File: src/rtl/spi_ram_pkg.sv
`timescale 1ns/1ps
package spi_ram_pkg;
  localparam int DATA_W = 8;
  localparam int ADDR_W = 5;

  typedef enum logic [1:0] {
    XF_IDLE,
    XF_CMD,
    XF_DATA
  } xferState_t;

  // strobes from control to datapath, valid for one system clock
  typedef struct packed {
    logic              sampleBit;  // shift DIN into the receive register
    logic              writeByte;  // a full write data byte is ready
    logic              loadTx;     // fetch the next read byte
    logic              shiftOut;   // present the next read bit
    logic              endXfer;    // chip select is inactive
    logic              isRam;      // space of the access
    logic [ADDR_W-1:0] addr;       // address of the access
  } dpStrobe_t;
endpackage

File: src/rtl/spi_ram_ctrl.sv
`timescale 1ns/1ps
module spi_ram_ctrl
  import spi_ram_pkg::*;
#(
  parameter int SYNC_STAGES = 2,
  parameter int RAM_DEPTH   = 31
) (
  input  logic              clk,
  input  logic              rstN,
  input  logic              sclkIn,
  input  logic              csNIn,
  input  logic              dinIn,
  input  logic [DATA_W-1:1] cmdBits,
  output logic              dinSync,
  output dpStrobe_t         strobe,
  output logic              rdMode
);
  localparam int                NUM_SYNC = 3;
  localparam logic [NUM_SYNC-1:0] SYNC_RST = 3'b110;  // sclk high, cs high, din low
  localparam int                CNT_W    = $clog2(DATA_W);
  localparam logic [CNT_W-1:0]  LAST_BIT = CNT_W'(DATA_W - 1);
  localparam logic [ADDR_W-1:0] LAST_RAM = ADDR_W'(RAM_DEPTH - 1);

  logic [NUM_SYNC-1:0] syncIn;
  logic [NUM_SYNC-1:0] syncOut;
  assign syncIn = {sclkIn, csNIn, dinIn};

  for (genvar g = 0; g < NUM_SYNC; g++) begin : gSync
    logic [SYNC_STAGES-1:0] chain;
    always_ff @(posedge clk or negedge rstN) begin
      if (!rstN) chain <= {SYNC_STAGES{SYNC_RST[g]}};
      else       chain <= {chain[SYNC_STAGES-2:0], syncIn[g]};
    end
    assign syncOut[g] = chain[SYNC_STAGES-1];
  end

  logic sclkS, csS;
  assign sclkS   = syncOut[2];
  assign csS     = syncOut[1];
  assign dinSync = syncOut[0];

  logic sclkPrev;
  always_ff @(posedge clk or negedge rstN) begin
    if (!rstN) sclkPrev <= 1'b1;
    else       sclkPrev <= sclkS;
  end

  logic sclkRise, sclkFall, active;
  assign sclkRise = sclkS & ~sclkPrev;
  assign sclkFall = ~sclkS & sclkPrev;
  assign active   = ~csS;

  xferState_t        state;
  logic [CNT_W-1:0]  bitCnt;
  logic [ADDR_W-1:0] curAddr;
  logic              curRam, curRead;

  logic              cmdRead, cmdRam;
  logic [ADDR_W-1:0] cmdAddr;
  assign cmdRead = cmdBits[DATA_W-1];
  assign cmdRam  = cmdBits[DATA_W-2];
  assign cmdAddr = cmdBits[ADDR_W:1];

  function automatic logic [ADDR_W-1:0] advance(input logic ram, input logic [ADDR_W-1:0] a);
    if (ram) return (a >= LAST_RAM) ? '0 : a + 1'b1;
    return a + 1'b1;
  endfunction

  logic inFrame, byteDone;
  assign inFrame  = active && (state != XF_IDLE);
  assign byteDone = inFrame && sclkRise && (bitCnt == LAST_BIT);

  always_comb begin
    strobe           = '0;
    strobe.sampleBit = inFrame && sclkRise;
    strobe.endXfer   = !active;
    strobe.writeByte = byteDone && (state == XF_DATA) && !curRead;
    strobe.loadTx    = byteDone && (((state == XF_CMD) && cmdRead) ||
                                    ((state == XF_DATA) && curRead));
    strobe.shiftOut  = inFrame && sclkFall && (state == XF_DATA) && curRead;
    if (state == XF_CMD) begin
      strobe.isRam = cmdRam;
      strobe.addr  = cmdAddr;
    end else begin
      strobe.isRam = curRam;
      strobe.addr  = curRead ? advance(curRam, curAddr) : curAddr;
    end
  end

  always_ff @(posedge clk or negedge rstN) begin
    if (!rstN) begin
      state   <= XF_IDLE;
      bitCnt  <= '0;
      curAddr <= '0;
      curRam  <= 1'b0;
      curRead <= 1'b0;
    end else if (!active) begin
      state   <= XF_IDLE;
      bitCnt  <= '0;
      curRead <= 1'b0;
    end else begin
      case (state)
        XF_IDLE: begin
          state  <= XF_CMD;
          bitCnt <= '0;
        end
        XF_CMD: begin
          if (sclkRise) bitCnt <= bitCnt + 1'b1;
          if (byteDone) begin
            state   <= XF_DATA;
            curAddr <= cmdAddr;
            curRam  <= cmdRam;
            curRead <= cmdRead;
          end
        end
        XF_DATA: begin
          if (sclkRise) bitCnt <= bitCnt + 1'b1;
          if (byteDone) curAddr <= advance(curRam, curAddr);
        end
        default: state <= XF_IDLE;
      endcase
    end
  end

  assign rdMode = (state == XF_DATA) && curRead;


  frame_clear_chk: assert property (@(posedge clk) disable iff (!rstN)
    csS |=> (bitCnt == '0) && (state == XF_IDLE));


  ram_wrap_chk: assert property (@(posedge clk) disable iff (!rstN)
    (byteDone && (state == XF_DATA) && curRam) |=> (curAddr <= LAST_RAM));


  cmd_decode_chk: assert property (@(posedge clk) disable iff (!rstN)
    (byteDone && (state == XF_CMD)) |=>
      (curRead == $past(cmdBits[DATA_W-1])) && (curRam == $past(cmdBits[DATA_W-2])));
endmodule

File: src/rtl/spi_ram_dp.sv
`timescale 1ns/1ps
module spi_ram_dp
  import spi_ram_pkg::*;
#(
  parameter int RAM_DEPTH = 31,
  parameter int CTRL_ADDR = 15,
  parameter int WP_BIT    = 7
) (
  input  logic              clk,
  input  logic              rstN,
  input  logic              dinSync,
  input  dpStrobe_t         strobe,
  output logic [DATA_W-1:0] rxByte,
  output logic              doutOut,
  output logic              doutEn
);
  localparam logic [ADDR_W-1:0] RAM_END  = ADDR_W'(RAM_DEPTH);
  localparam logic [ADDR_W-1:0] CTRL_SEL = ADDR_W'(CTRL_ADDR);

  logic [DATA_W-1:0]                rxShift;
  logic [RAM_DEPTH-1:0][DATA_W-1:0] ramQ;
  logic [DATA_W-1:0]                ctrlQ;
  logic [DATA_W-1:0]                txShift;

  assign rxByte = {rxShift[DATA_W-2:0], dinSync};

  logic              writeProt, ramHit, ctrlHit, ramWe, ctrlWe;
  logic [ADDR_W-1:0] ramIdx;
  logic [DATA_W-1:0] rdData;

  assign writeProt = ctrlQ[WP_BIT];
  assign ramHit    = strobe.addr < RAM_END;
  assign ctrlHit   = strobe.addr == CTRL_SEL;
  assign ramIdx    = ramHit ? strobe.addr : '0;
  assign ramWe     = strobe.writeByte && strobe.isRam && ramHit && !writeProt;
  assign ctrlWe    = strobe.writeByte && !strobe.isRam && ctrlHit;

  always_comb begin
    if (strobe.isRam) rdData = ramHit ? ramQ[ramIdx] : '0;
    else              rdData = ctrlHit ? ctrlQ : '0;
  end

  always_ff @(posedge clk or negedge rstN) begin
    if (!rstN)                 rxShift <= '0;
    else if (strobe.endXfer)   rxShift <= '0;
    else if (strobe.sampleBit) rxShift <= rxByte;
  end

  always_ff @(posedge clk or negedge rstN) begin
    if (!rstN) begin
      ramQ <= '0;
    end else if (ramWe) begin
      for (int w = 0; w < RAM_DEPTH; w++) begin
        if (ramIdx == ADDR_W'(w)) ramQ[w] <= rxByte;
      end
    end
  end

  always_ff @(posedge clk or negedge rstN) begin
    if (!rstN)       ctrlQ <= '0;
    else if (ctrlWe) ctrlQ <= rxByte;
  end

  always_ff @(posedge clk or negedge rstN) begin
    if (!rstN) begin
      txShift <= '0;
      doutOut <= 1'b0;
      doutEn  <= 1'b0;
    end else if (strobe.endXfer) begin
      txShift <= '0;
      doutOut <= 1'b0;
      doutEn  <= 1'b0;
    end else if (strobe.loadTx) begin
      txShift <= rdData;
    end else if (strobe.shiftOut) begin
      doutOut <= txShift[DATA_W-1];
      txShift <= {txShift[DATA_W-2:0], 1'b0};
      doutEn  <= 1'b1;
    end
  end


  wp_block_chk: assert property (@(posedge clk) disable iff (!rstN)
    (strobe.writeByte && strobe.isRam && writeProt) |=> $stable(ramQ));


  ram_top_chk: assert property (@(posedge clk) disable iff (!rstN)
    (strobe.writeByte && strobe.isRam && (strobe.addr >= RAM_END)) |=> $stable(ramQ));


  oe_release_chk: assert property (@(posedge clk) disable iff (!rstN)
    strobe.endXfer |=> !doutEn);


  unmapped_reg_chk: assert property (@(posedge clk) disable iff (!rstN)
    (strobe.loadTx && !strobe.isRam && (strobe.addr != CTRL_SEL)) |=> (txShift == '0));
endmodule

File: src/rtl/spi_ram_slave.sv
`timescale 1ns/1ps
module spi_ram_slave
  import spi_ram_pkg::*;
#(
  parameter int SYNC_STAGES = 2,
  parameter int RAM_DEPTH   = 31,
  parameter int CTRL_ADDR   = 15,
  parameter int WP_BIT      = 7
) (
  input  logic clk,
  input  logic rstN,
  input  logic sclkIn,
  input  logic csNIn,
  input  logic dinIn,
  output logic doutOut,
  output logic doutEn
);
  dpStrobe_t         strobe;
  logic              dinSync;
  logic              rdMode;
  logic [DATA_W-1:0] rxByte;

  spi_ram_ctrl #(
    .SYNC_STAGES(SYNC_STAGES),
    .RAM_DEPTH  (RAM_DEPTH)
  ) ctrl_i (
    .clk    (clk),
    .rstN   (rstN),
    .sclkIn (sclkIn),
    .csNIn  (csNIn),
    .dinIn  (dinIn),
    .cmdBits(rxByte[DATA_W-1:1]),
    .dinSync(dinSync),
    .strobe (strobe),
    .rdMode (rdMode)
  );

  spi_ram_dp #(
    .RAM_DEPTH(RAM_DEPTH),
    .CTRL_ADDR(CTRL_ADDR),
    .WP_BIT   (WP_BIT)
  ) dp_i (
    .clk    (clk),
    .rstN   (rstN),
    .dinSync(dinSync),
    .strobe (strobe),
    .rxByte (rxByte),
    .doutOut(doutOut),
    .doutEn (doutEn)
  );


  oe_read_only_chk: assert property (@(posedge clk) disable iff (!rstN)
    doutEn |-> rdMode);
endmodule

File: config.mk
export PLATFORM = sky130hd
export DESIGN_NAME = spi_ram_slave
export DESIGN_NICKNAME = d
export VERILOG_FILES = /design/src/rtl/spi_ram_pkg.sv /design/src/rtl/spi_ram_ctrl.sv /design/src/rtl/spi_ram_dp.sv /design/src/rtl/spi_ram_slave.sv
export SDC_FILE = /design/constraint.sdc
export NUM_CORES = 1
export LEC_CHECK = 0
export BUFFER_PORTS_ARGS = -buffer_cell sky130_fd_sc_hd__buf_2
export CAP_MARGIN = 20
export CORE_MARGIN = 4
export CORE_UTILIZATION = 64
export DETAILED_ROUTE_END_ITERATION = 10
export PLACE_DENSITY = 0.85
export SLEW_MARGIN = 20
export SYNTH_ARGS = -nofsm -noshare
export SYNTH_HDL_FRONTEND = slang
export SYNTH_SLANG_ARGS = --single-unit
File: constraint.sdc
create_clock -name clk -period 3.9 [get_ports clk]
set_input_delay 0.39 -clock clk [delete_from_list [all_inputs] [get_ports clk]]
set_output_delay 0.39 -clock clk [all_outputs]
set_load 0.01 [all_outputs]
### Word level (Yosys, flattened, before mapping)

Index checks and enable logic that the tools add are counted.

| cells by class | value |
|---|---|
| bitwise operators | 5 |
| reductions and logical operators | 68 |
| $add $sub $neg | 2 |
| eq/ne operators | 40 |
| shift-type cells | 0 |
| div/mod/pow operators | 0 |
| magnitude comparators | 3 |
| mux-type cells | 40 |
| multiply operators | 0 |

Operators with widths:

| operator | count |
|---|---|
| $eq 5x5->1 const B | 15 |
| $reduce_and 2->1 | 35 |
| $mux 8 | 7 |
| $eq 5x4->1 const B | 9 |
| $bmux 8 s5 | 1 |
| $mux 5 | 8 |
| $eq 5x3->1 const B | 4 |
| $logic_and 1x1->1 | 16 |
| $mux 1 | 14 |
| $mux 7 | 2 |
| $reduce_bool 2->1 | 6 |
| $eq 5x2->1 const B | 2 |
| $pmux 5 s2 | 1 |
| $lt 5x6->1 const B | 1 |
| $mux 3 | 2 |
| $mux 6 | 1 |
| $ne 2x1->1 const B | 3 |
| $ne 3x1->1 const B | 2 |
| $pmux 2 s3 | 1 |
| $pmux 3 s2 | 1 |
| $reduce_bool 3->1 | 2 |
| $add 5x1->5 const B | 1 |
| $eq 5x1->1 const B | 1 |
| $ge 5x5->1 const B | 1 |
| 16 further kinds | 22 |

| word-level totals | value |
|---|---|
| input port bits | 5 |
| word-level logic and storage cells | 203 |
| latch bits | 0 |
| memory bits (read-only) | 0 |
| output and inout bits | 2 |
| RAM bits | 0 |
| memories | 0 |
| register bits after elaboration | 292 |

### Depth between registers and ports, before layout

Gate-level depths: netlist (run 1).

| depth | value |
|---|---|
| depth after elaboration | 14 |
| mapped depth | 14 |
| gate-level depth less buffers | 10 |

### Modules after synthesis

From an unflattened synthesis (run 1), not the netlist that was laid out.

| unflattened totals | value |
|---|---|
| cells, all modules | 1,183 |
| area total of the unflattened synthesis | 14,547.7 sq um |

By module, submodules not included:

| module | times used | area an instance (sq um) | cells an instance | sequential area each (sq um) |
|---|---|---|---|---|
| spi_ram_dp | 1 | 13,364.1 | 1,062 | 6,831.6 |
| spi_ram_ctrl | 1 | 1,183.6 | 121 | 481.7 |

### Worst setup path before layout (run 1)

No wires, ideal clock.

| path | value |
|---|---|
| kind | register to register |
| from | register ctrl_i.curAddr[0] |
| to | register dp_i.ramQ[156] (netlist name) |
| required time | 3,772 ps |
| buffers on the path | 3 |
| clock period less this slack | 2,880 ps |
| slack | 1,020 ps |
| cell stages (with the launch flop) | 13 |
| arrival | 2,753 ps |
| setup time | 128 ps |
| cells stage by stage | dfrtp_1 > buf_2 > inv_1 > ha_1 > or2_1 > a22oi_1 > o21a_1 > buf_4 > nand3_2 > o22ai_2 > buf_2 > nand2_1 > mux2_1 |

| between the ends | value |
|---|---|
| cells in the longest elaborated chain, start to end | 10 |
| elaborated cells on any way between the ends | 13 |
| classes of those cells | add/sub (1); order compare (2); eq/ne (1); mux (6); reduce/logical (3) |

Ends and longest elaborated chain:

| what | RTL line | RTL |
|---|---|---|
| from (decl) | spi_ram_ctrl.sv:55 | `logic [ADDR_W-1:0] curAddr;` |
| from (signal assigned) | spi_ram_ctrl.sv:111 | `curAddr <= cmdAddr;` |
| from (signal assigned) | spi_ram_ctrl.sv:118 | `if (byteDone) curAddr <= advance(curRam, curAddr);` |
| $add 5x1->5 or $ge 5x5->1 (tied branches) | spi_ram_ctrl.sv:65, spi_ram_ctrl.sv:66 |  |
| $mux 5 (2 in series) | spi_ram_ctrl.sv:65 | `if (ram) return (a >= LAST_RAM) ? '0 : a + 1'b1;` |
| $mux 5 | spi_ram_ctrl.sv:66 | `return a + 1'b1;` |
| $mux 5 (*) | spi_ram_ctrl.sv:86 | `strobe.addr = curRead ? advance(curRam, curAddr) : curAddr;` |
| $mux 6 (*) | spi_ram_ctrl.sv:81 | `if (state == XF_CMD) begin` |
| $lt 5x5->1 | spi_ram_dp.sv:32 | `assign ramHit = strobe.addr < RAM_END;` |
| $mux 5 or $logic_and 1x1->1 (tied branches) | spi_ram_dp.sv:34, spi_ram_dp.sv:35 |  |
| $eq 5x5->1 or $logic_and 1x1->1 (tied branches) | spi_ram_dp.sv:54, spi_ram_dp.sv:35 |  |
| $reduce_and 2->1 (no line) (*) | n/a |  |
| to (signal, indexed assignment) | spi_ram_dp.sv:54 | `if (ramIdx == ADDR_W'(w)) ramQ[w] <= rxByte;` |
| to (decl) | spi_ram_dp.sv:21 | `logic [RAM_DEPTH-1:0][DATA_W-1:0] ramQ;` |

Mark *: on every way between the ends. The rest lies on a longest branch, timed or not. The select of a mux whose other input is x is not followed.
A chain may end at the register's enable or synchronous reset.

### Worst setup path in the final report (run 1)

| path | value |
|---|---|
| from | register ctrl_i.curAddr[0] |
| to | register dp_i.txShift[3] |

| between the ends | value |
|---|---|
| cells in the longest elaborated chain, start to end | 14 |
| elaborated cells on any way between the ends | 17 |
| classes of those cells | add/sub (1); order compare (2); eq/ne (1); mux (13) |

Ends and longest elaborated chain:

| what | RTL line | RTL |
|---|---|---|
| $add 5x1->5 or $ge 5x5->1 (tied branches) | spi_ram_ctrl.sv:65, spi_ram_ctrl.sv:66 |  |
| $mux 5 (2 in series) | spi_ram_ctrl.sv:65 |  |
| $mux 5 | spi_ram_ctrl.sv:66 |  |
| $mux 5 (*) | spi_ram_ctrl.sv:86 |  |
| $mux 6 (*) | spi_ram_ctrl.sv:81 |  |
| $lt 5x5->1 | spi_ram_dp.sv:32 |  |
| $mux 5 | spi_ram_dp.sv:34 | `assign ramIdx = ramHit ? strobe.addr : '0;` |
| $bmux 8 s5 | spi_ram_dp.sv:39 | `if (strobe.isRam) rdData = ramHit ? ramQ[ramIdx] : '0;` |
| $mux 8 (not written as such) | spi_ram_dp.sv:39 |  |
| $mux 8 | spi_ram_dp.sv:39 |  |
| $mux 8 (*) | spi_ram_dp.sv:39 |  |
| $mux 8 (*) | spi_ram_dp.sv:73 | `end else if (strobe.loadTx) begin` |
| $mux 8 (*) | spi_ram_dp.sv:69 | `end else if (strobe.endXfer) begin` |
| to (signal assigned) | spi_ram_dp.sv:74 | `txShift <= rdData;` |
| to (signal assigned) | spi_ram_dp.sv:77 | `txShift <= {txShift[DATA_W-2:0], 1'b0};` |
| to (decl) | spi_ram_dp.sv:23 | `logic [DATA_W-1:0] txShift;` |

Marked as above.

==> results of run 1 <==
## Yosys cell counts, types with 5 or more instances
master                      number
sky130_fd_sc_hd__nand4_1        10
sky130_fd_sc_hd__o22ai_1        15
sky130_fd_sc_hd__nand3b_1        5
sky130_fd_sc_hd__a221o_1         5
sky130_fd_sc_hd__nand3_1        19
sky130_fd_sc_hd__buf_4           7
sky130_fd_sc_hd__mux2_2        262
sky130_fd_sc_hd__or3_1          12
sky130_fd_sc_hd__nand2_1        99
sky130_fd_sc_hd__dfrtp_1       287
sky130_fd_sc_hd__o2bb2ai_1       6
sky130_fd_sc_hd__ha_1            9
sky130_fd_sc_hd__a31oi_1         7
sky130_fd_sc_hd__o221ai_1        8
sky130_fd_sc_hd__a21o_1          9
sky130_fd_sc_hd__inv_1          10
sky130_fd_sc_hd__o21ai_0        47
sky130_fd_sc_hd__o22a_1          9
sky130_fd_sc_hd__o211ai_1        6
sky130_fd_sc_hd__mux2i_1        21
sky130_fd_sc_hd__a211oi_1        5
sky130_fd_sc_hd__mux2_1          6
sky130_fd_sc_hd__buf_2          27
sky130_fd_sc_hd__nor3_1         20
sky130_fd_sc_hd__a22oi_1         8
sky130_fd_sc_hd__o31ai_1         8
sky130_fd_sc_hd__nor2_1         72
sky130_fd_sc_hd__dfstp_2         5
sky130_fd_sc_hd__clkbuf_1       47
sky130_fd_sc_hd__nand2b_1        9
sky130_fd_sc_hd__a2111o_1        5
sky130_fd_sc_hd__a21oi_1        65
sky130_fd_sc_hd__a211o_1         7
sky130_fd_sc_hd__a221oi_1        9
sky130_fd_sc_hd__or2_2           5
sky130_fd_sc_hd__nor2b_1         5
sky130_fd_sc_hd__buf_1           5
## worst max-delay path: stages, from the launching register on
cell,delay (ns)
sky130_fd_sc_hd__dfrtp_1,0.59
sky130_fd_sc_hd__inv_1,0.11
sky130_fd_sc_hd__ha_1,0.25
sky130_fd_sc_hd__or2_1,0.31
sky130_fd_sc_hd__a22oi_1,0.31
sky130_fd_sc_hd__o21a_1,0.30
sky130_fd_sc_hd__nand3_2,0.20
sky130_fd_sc_hd__buf_4,0.29
sky130_fd_sc_hd__a221oi_1,0.36
sky130_fd_sc_hd__a21oi_1,0.21
sky130_fd_sc_hd__nor4b_1,0.55
sky130_fd_sc_hd__a211o_1,0.17
## state kept, by name, summed over array words and instances (netlist names), 2 cells and up
signal / cells
dp_i.ramQ: 248
dp_i.ctrlQ: 8
dp_i.txShift: 8
dp_i.rxShift: 7
ctrl_i.gSync.chain: 6
ctrl_i.curAddr: 5
ctrl_i.bitCnt: 3
ctrl_i.state: 2
## cell usage in the layout, fill, tap and decap left out, types with 6 or more instances in the layout
| cell type | count |
|---|---|
| sky130_fd_sc_hd__ha_1 | 8 |
| sky130_fd_sc_hd__a21oi_1 | 65 |
| sky130_fd_sc_hd__a21o_1 | 9 |
| sky130_fd_sc_hd__nor3_1 | 20 |
| sky130_fd_sc_hd__a22oi_1 | 8 |
| sky130_fd_sc_hd__nor2_1 | 71 |
| sky130_fd_sc_hd__a221oi_1 | 9 |
| sky130_fd_sc_hd__o211ai_1 | 6 |
| sky130_fd_sc_hd__o22ai_1 | 15 |
| sky130_fd_sc_hd__o22a_1 | 9 |
| sky130_fd_sc_hd__o31ai_1 | 8 |
| sky130_fd_sc_hd__mux2_1 | 6 |
| sky130_fd_sc_hd__o21ai_0 | 47 |
| sky130_fd_sc_hd__nand2b_1 | 9 |
| sky130_fd_sc_hd__or3_1 | 12 |
| sky130_fd_sc_hd__nand3_1 | 19 |
| sky130_fd_sc_hd__clkbuf_8 | 8 |
| sky130_fd_sc_hd__nand2_1 | 98 |
| sky130_fd_sc_hd__nand4_1 | 10 |
| sky130_fd_sc_hd__mux2_2 | 262 |
| sky130_fd_sc_hd__mux2i_1 | 21 |
| sky130_fd_sc_hd__dfrtp_1 | 287 |
| sky130_fd_sc_hd__buf_4 | 58 |
| sky130_fd_sc_hd__o221ai_1 | 8 |
| sky130_fd_sc_hd__a31oi_1 | 7 |
| sky130_fd_sc_hd__o2bb2ai_1 | 6 |
| sky130_fd_sc_hd__a211o_1 | 7 |
| sky130_fd_sc_hd__inv_1 | 10 |
| sky130_fd_sc_hd__clkbuf_16 | 30 |
## worst paths after layout
path,startpoint,to,slack (ns),depth (start not counted)
max reg2reg,ctrl_i.curAddr[0],dp_i.txShift[3],0.21,11
min,ctrl_i.gSync[1].chain[0],ctrl_i.gSync[1].chain[1],0.35,0
min reg2reg,ctrl_i.gSync[1].chain[0],ctrl_i.gSync[1].chain[1],0.35,0
min in group asynchronous,rstN,dp_i.ctrlQ[1],0.46,2
max,ctrl_i.curAddr[0],dp_i.txShift[3],0.21,11
max in group asynchronous,rstN,ctrl_i.curAddr[1],2.46,3
## logic make-up (layout without fill, tap and decap cells)
group	Yosys count	count (layout)	synth area share, %
xor+xnor	1	1	0.0609
compound gates	269	269	13.4
fa+ha+maj	9	9	0.783
simple gates	280	280	9.34
flops	292	292	50.9
mux	290	290	22.6
buf+inv	96	138	2.92
## repair_timing
action                                  4_1_cts  5_1_grt
resized for setup                             0        2
endpoints found under the setup margin        0       15
hold buffers                                  4        0
endpoints found under the hold margin        97        0
## per-stage QoR
| stage | instances | setup slack [ns] | instance area [um^2] | total power [mW] | util (%) |
|---|---|---|---|---|---|
| 2_1_floorplan | 1237 | 1.02 | 14400 | 5.05 | - |
| 3_3_place_gp | 1500 | 0.363 | 14900 | 6.37 | 68.0 |
| 3_5_place_dp | 1500 | 0.293 | 14900 | 6.38 | 68.0 |
| 4_1_cts | 1559 | 0.201 | 16000 | 9.37 | 73.0 |
| 5_1_grt | 1559 | 0.103 | 16000 | 9.79 | 73.0 |
| 6_report | 1559 | 0.215 | 16000 | 9.48 | 73.0 |
## area by class of cell
class | count | area (um^2)
Clock buffer | 42 | 876
Clock inverter | 13 | 179
Fill cell | 1434 | 5920
Inverter | 10 | 37.5
Multi-Input combinational cell | 849 | 6670
Sequential cell | 292 | 7310
Tap cell | 280 | 350
Timing Repair Buffer | 73 | 616
## power by group
part | total (mW) | switching (mW) | internal (mW)
Sequential | 3.11 | 0.0557 | 3.06
Combinational | 3.37 | 2.30 | 1.07
Clock | 3.00 | 1.23 | 1.77
## routing by layer
layer	vias up	GRT usage (%)
met5	-	0
met4	2	12.5
met3	136	7.05
met2	571	52.8
met1	5541	47.5
li1	4612	-
==> out/qor.txt, run 1 <==
CLOCKING
--------------------------------------------------------------------------------
Total number of clock tree sinks                                             292
Clk buf depth                                                                  3
Setup bufs post-CTS                                                            0
Clock latency on the worst-skew pair                                     0.57 ns
H-Tree Depth                                                                   1
CTS tree                                                                   built
Worst-path clk slew                                                      0.07 ns
Clock Root Buffer                                                   sky130_fd_sc_hd__clkbuf_16
Number of buffers added by the clock tree synthesis step                      30

RUN STATUS
--------------------------------------------------------------------------------
Outcome                                                             complete, no violations

PWR
--------------------------------------------------------------------------------
Peak supply drop                                                        0.430 mV
Power density over the cells                                         591 nW/um^2
Standby leakage power                                                    7.60 nW

WORST SETUP PATH
--------------------------------------------------------------------------------
Maximum fanout along the worst path                                           18
CP Data Required Time                                                    4.42 ns
Critical path launch point type                                         register
Worst Setup Path Type                                                 reg -> reg
Arrival time at the worst endpoint                                       4.20 ns
CP endpoint kind                                                        register

STA
--------------------------------------------------------------------------------
Worst Hold Margin                                                       0.353 ns
TNS Setup                                                                   0 ns
Final worst-path cycle share                                               94.5%
Relative slew slack                                                        32.2%
Fin Clk Skew                                                           0.0234 ns
Final-report max-slew violation count                                          0
Crit path time final                                                     3.69 ns
RSZ-0062 raised after global routing                                       false
Highest Clock Rate                                                     0.271 GHz
Count of endpoints failing setup in the final report                           0
Worst Max-Slew Pin Slew                                                  1.00 ns
Number of hold violations in the final report                                  0

SYNTHESIS
--------------------------------------------------------------------------------
Warning count from the yosys run                                               0
Asr flop ratio synth                                                        100%
Post-synthesis area per instance                                       11.6 um^2
Cell types with the largest area share after synthesis              sky130_fd_sc_hd__dfrtp_1 50%, sky130_fd_sc_hd__mux2_2 21%, sky130_fd_sc_hd__nand2_1 2.6%
Post-synthesis sequential area ratio                                       50.9%
Flip-flop and latch count after synthesis                                    292
Primary FF master, synth                                            sky130_fd_sc_hd__dfrtp_1
Number of nets produced by synthesis                                       1,251
Post-synthesis instance total                                              1,237
Summed instance area of the synthesized netlist                      14,400 um^2
Cell taking the most area after synthesis                           sky130_fd_sc_hd__dfrtp_1
Fraction of synthesized cell area taken by the top area cell type          50.0%
Post-synth EDFFs                                                               0
Number of unique standard cell types used by synthesis                        85

GLOBAL ROUTE
--------------------------------------------------------------------------------
Pin count of the biggest net entering global routing                         103
Wire length of the first global-routing pass                           65,200 um
Global-route congestion overflow total                                         0
Initial antenna violation count                                                1
Vias in the first global route                                            11,047
Global-route usage over all layers                                         33.9%

FLOORPLAN
--------------------------------------------------------------------------------
Overall die area                                                     24,900 um^2
Core ar.                                                             22,000 um^2
Die height                                                                158 um
Width of the chip                                                         158 um
Starting density of the core                                               65.5%
Number of core rows                                                           54
Top-level I/O count                                                            7

ROUTE
--------------------------------------------------------------------------------
Detailed route wirelength on metal3                                      3960 um
Drt wl/cell                                                              26.5 um
Number of nets with antenna violations after detailed routing                  0
Number of vias per cell after detailed routing                              6.97
DRT Wirelength                                                         41,300 um
Post-route DRC                                                                 0
Top metal layer carrying routed signals                                     met5
Routed wire length on met2                                             18,900 um
First-pass DRT Iterations                                                      5
Initial detailed-routing violation count                                   1,277
Wire length on met1                                                    16,700 um
Number of vias after detailed routing                                     10,862

CELLS AND AREA
--------------------------------------------------------------------------------
Fraction of final layout cells with drive strength greater than 1          33.0%
Area Overhead vs Synth                                                     11.6%
Net count reported at finish                                               1,270
Diode count                                                                    0

PLACE
--------------------------------------------------------------------------------
Detailed placer's ending HPWL                                          27,400 um
RePlAce Congestion                                                          1.00
Number of port buffers                                                         6

RUN
--------------------------------------------------------------------------------
Number of max-cap violations                                                   0

HOLD PATH
--------------------------------------------------------------------------------
Worst hold path type                                                  reg -> reg

Note: power is estimated with default switching activity, not from simulation.
==> inputs of run 2 (changes only) <==
Settings changed: CORE_MARGIN 4 to 10.
==> run 2 against run 1 <==
Global-route usage decreased by 4.8 points; first-iteration DRC count shrank 2.7%; count of clock-buffer cells in the layout is 3 lower; utilization hardly changed; clock power grew 1%; die area is 16% higher; worst hold slack better by 0.0031 ns; largest cell class unchanged.
==> out/qor.txt, run 2 (synthesis results as in run 1) <==
PWR
--------------------------------------------------------------------------------
Power density over the cells                                         594 nW/um^2   was 591 nW/um^2
Sum of internal, switching and leakage power                             9.52 mW   was 9.48 mW
Peak supply drop                                                        0.509 mV   was 0.430 mV
Standby leakage power                                                    7.61 nW   was 7.60 nW

CELLS AND AREA
--------------------------------------------------------------------------------
Commonest non-fill, non-tap cell in the layout                      sky130_fd_sc_hd__dfrtp_1   unchanged
Net count reported at finish                                               1,266   was 1,270
Number of standard cells in the layout, taps in and fillers out            1,556   was 1,559
Register containing the most flip-flops in the final layout            dp_i.ramQ   unchanged
Number of flip-flops under the largest register name                         248   unchanged
Filler cells                                                               1,476   was 1,434
Biggest registers after layout                                      dp_i.ramQ (248), dp_i.ctrlQ (8), dp_i.txShift (8)   unchanged
Diode count                                                                    0   unchanged
Util after Layout                                                          73.0%   about the same
Area of all placed cells without fillers                             16,000 um^2   about the same
Fraction of final layout cells with drive strength greater than 1          32.9%   was 33.0%
Area Overhead vs Synth                                                     11.5%   was 11.6%
Leading cell types in the layout, fill and taps excluded            287 x sky130_fd_sc_hd__dfrtp_1, 262 x sky130_fd_sc_hd__mux2_2, 98 x sky130_fd_sc_hd__nand2_1, 71 x sky130_fd_sc_hd__nor2_1, 65 x sky130_fd_sc_hd__a21oi_1   unchanged

WORST SETUP PATH
--------------------------------------------------------------------------------
CP Data Required Time                                                    4.36 ns   was 4.42 ns
Maximum fanout along the worst path                                           44   was 18
Worst reg2reg path startpoint                                       ctrl_i.state[1]   was ctrl_i.curAddr[0]
Arrival time at the worst endpoint                                       4.24 ns   was 4.20 ns
Worst Setup Path Type                                                 reg -> reg   unchanged
R2r setup slk                                                            0.12 ns   was 0.21 ns
Endpoint of the lowest-slack register-to-register path              dp_i.txShift[2]   was dp_i.txShift[3]
Critical path launch point type                                         register   unchanged
CP endpoint kind                                                        register   unchanged
Worst Reg2Reg Path Length in Cells                                            12   was 11

FLOORPLAN
--------------------------------------------------------------------------------
Starting density of the core                                               65.5%   unchanged
Overall die area                                                     28,900 um^2   was 24,900 um^2
Width of the chip                                                         170 um   was 158 um
Number of core rows                                                           54   unchanged
Die height                                                                170 um   was 158 um
Top-level I/O count                                                            7   unchanged
Core ar.                                                             22,000 um^2   unchanged

GLOBAL ROUTE
--------------------------------------------------------------------------------
Met2 track demand over resource in global routing                          45.4%   was 52.8%
Global-route usage over all layers                                         29.1%   was 33.9%
Grt met3 use                                                               6.06%   was 7.05%
Vias in the first global route                                            10,870   was 11,047
Initial antenna violation count                                                1   unchanged
Wire length of the first global-routing pass                           65,200 um   about the same
Pin count of the biggest net entering global routing                         112   was 103
GR Util met1                                                               39.6%   was 47.5%
Global routing's busiest layer                                              met2   unchanged
Global-route congestion overflow total                                         0   unchanged

PLACE
--------------------------------------------------------------------------------
Worst setup timing slack at the placement stage                         0.247 ns   was 0.293 ns
Instance area at placement                                           14,900 um^2   about the same
Post-placement cell count                                                  1,496   was 1,500
Number of port buffers                                                         6   unchanged
Detailed placer's ending HPWL                                          27,200 um   was 27,400 um
RePlAce Congestion                                                          1.03   was 1.00

STA
--------------------------------------------------------------------------------
Final worst-path cycle share                                               97.0%   was 94.5%
Crit path time final                                                     3.78 ns   was 3.69 ns
Highest Clock Rate                                                     0.264 GHz   was 0.271 GHz
Fin Clk Skew                                                           0.0174 ns   was 0.0234 ns
Setup ws final                                                          0.118 ns   was 0.215 ns
RSZ-0062 raised after global routing                                       false   unchanged
Number of hold violations in the final report                                  0   unchanged
Final-report max-slew violation count                                          0   unchanged
Worst Max-Slew Pin Slew                                                 0.989 ns   was 1.00 ns
Count of endpoints failing setup in the final report                           0   unchanged
Worst Hold Margin                                                       0.357 ns   was 0.353 ns
TNS Setup                                                                   0 ns   unchanged
Relative slew slack                                                        33.5%   was 32.2%

CLOCKING
--------------------------------------------------------------------------------
Total number of clock tree sinks                                             292   unchanged
Clock Root Buffer                                                   sky130_fd_sc_hd__clkbuf_16   unchanged
H-Tree Depth                                                                   1   unchanged
Clock latency on the worst-skew pair                                     0.58 ns   was 0.57 ns
Setup bufs post-CTS                                                            0   unchanged
Worst-path clk slew                                                      0.07 ns   about the same
Number of buffers added by the clock tree synthesis step                      30   unchanged
Clk buf depth                                                                  3   unchanged
CTS tree                                                                   built   unchanged

ROUTE
--------------------------------------------------------------------------------
Initial detailed-routing violation count                                   1,243   was 1,277
Number of vias after detailed routing                                     10,803   was 10,862
Number of vias per cell after detailed routing                              6.94   was 6.97
Drt wl/cell                                                              26.8 um   was 26.5 um
DRT Wirelength                                                         41,700 um   was 41,300 um
Number of nets with antenna violations after detailed routing                  0   unchanged
First-pass DRT Iterations                                                      6   was 5
Post-route DRC                                                                 0   unchanged

HOLD PATH
--------------------------------------------------------------------------------
Worst hold path type                                                  reg -> reg   unchanged
Endpoint of the worst hold path                                     ctrl_i.gSync[1].chain[1]   unchanged
Hold_sp                                                             ctrl_i.gSync[1].chain[0]   unchanged
Count of cells along the worst hold path                                       0   unchanged

RUN
--------------------------------------------------------------------------------
Number of max-cap violations                                                   0   unchanged

RUN STATUS
--------------------------------------------------------------------------------
Outcome                                                             complete, no violations   unchanged

run 2: cell count changes in the layout (fill, tap and decap cells not counted), sizes merged:
cell	previous run	this run
clkinvlp	4	1
clkinv	6	12
buf	69	65
bufinv	3	4
clkbuf	42	39
run 2: per-layer routing:
metal	part of all wire, %	wire length (um)	vias up
met1	41	16900	5460
met5	0.031	13	-
met3	9.3	3850	132
met4	4.0	1650	2
met2	46	19200	594
li1	-	-	4615
run 2: worst max path at each step:
stage,startpoint,to,slack [ns]
2_1_floorplan,ctrl_i.curAddr[0],dp_i.ramQ[156],1.02
3_3_place_gp,ctrl_i.state[1],dp_i.txShift[0],0.27
3_5_place_dp,ctrl_i.state[1],dp_i.txShift[0],0.25
4_1_cts,ctrl_i.state[1],dp_i.txShift[0],0.16
5_1_grt,ctrl_i.state[1],dp_i.txShift[3],0.03
6_report,ctrl_i.state[1],dp_i.txShift[2],0.12
run 2: where the power goes:
group	leakage, nW	switching (mW)	internal, mW
clock	0.528	1.24	1.80
combinational	3.03	2.34	1.05
sequential	4.06	0.0384	3.06
run 2: cell type report:
| class | count | area (um^2) | share of cell area [%] |
|---|---|---|---|
| clock inverters | 17 | 220 | 1.37 |
| repair buffers | 69 | 598 | 3.73 |
| inverters | 10 | 37.5 | 0.234 |
| flip-flops and latches | 292 | 7310 | 45.6 |
| well taps | 280 | 350 | 2.19 |
| multi-input cells | 849 | 6670 | 41.6 |
| clock buffers | 39 | 845 | 5.27 |
run 2: worst max-delay path, stage by stage, from the launching register on:
cell	delay [ns]
sky130_fd_sc_hd__dfrtp_1	0.39
sky130_fd_sc_hd__inv_1	0.10
sky130_fd_sc_hd__ha_1	0.38
sky130_fd_sc_hd__nand2b_1	0.34
sky130_fd_sc_hd__a211oi_4	0.28
sky130_fd_sc_hd__buf_4	0.22
sky130_fd_sc_hd__o21ai_4	0.08
sky130_fd_sc_hd__buf_12	0.19
sky130_fd_sc_hd__o31ai_1	0.82
sky130_fd_sc_hd__nand3_1	0.25
sky130_fd_sc_hd__a221o_1	0.37
sky130_fd_sc_hd__nand4_1	0.13
sky130_fd_sc_hd__o211ai_1	0.09
run 2: timing repair:
action                                  4_1_cts  5_1_grt
gates resized for setup                       0        1
endpoints found under the setup margin        0        2
hold endpoints to repair                     78        0
hold buffers                                  4        0
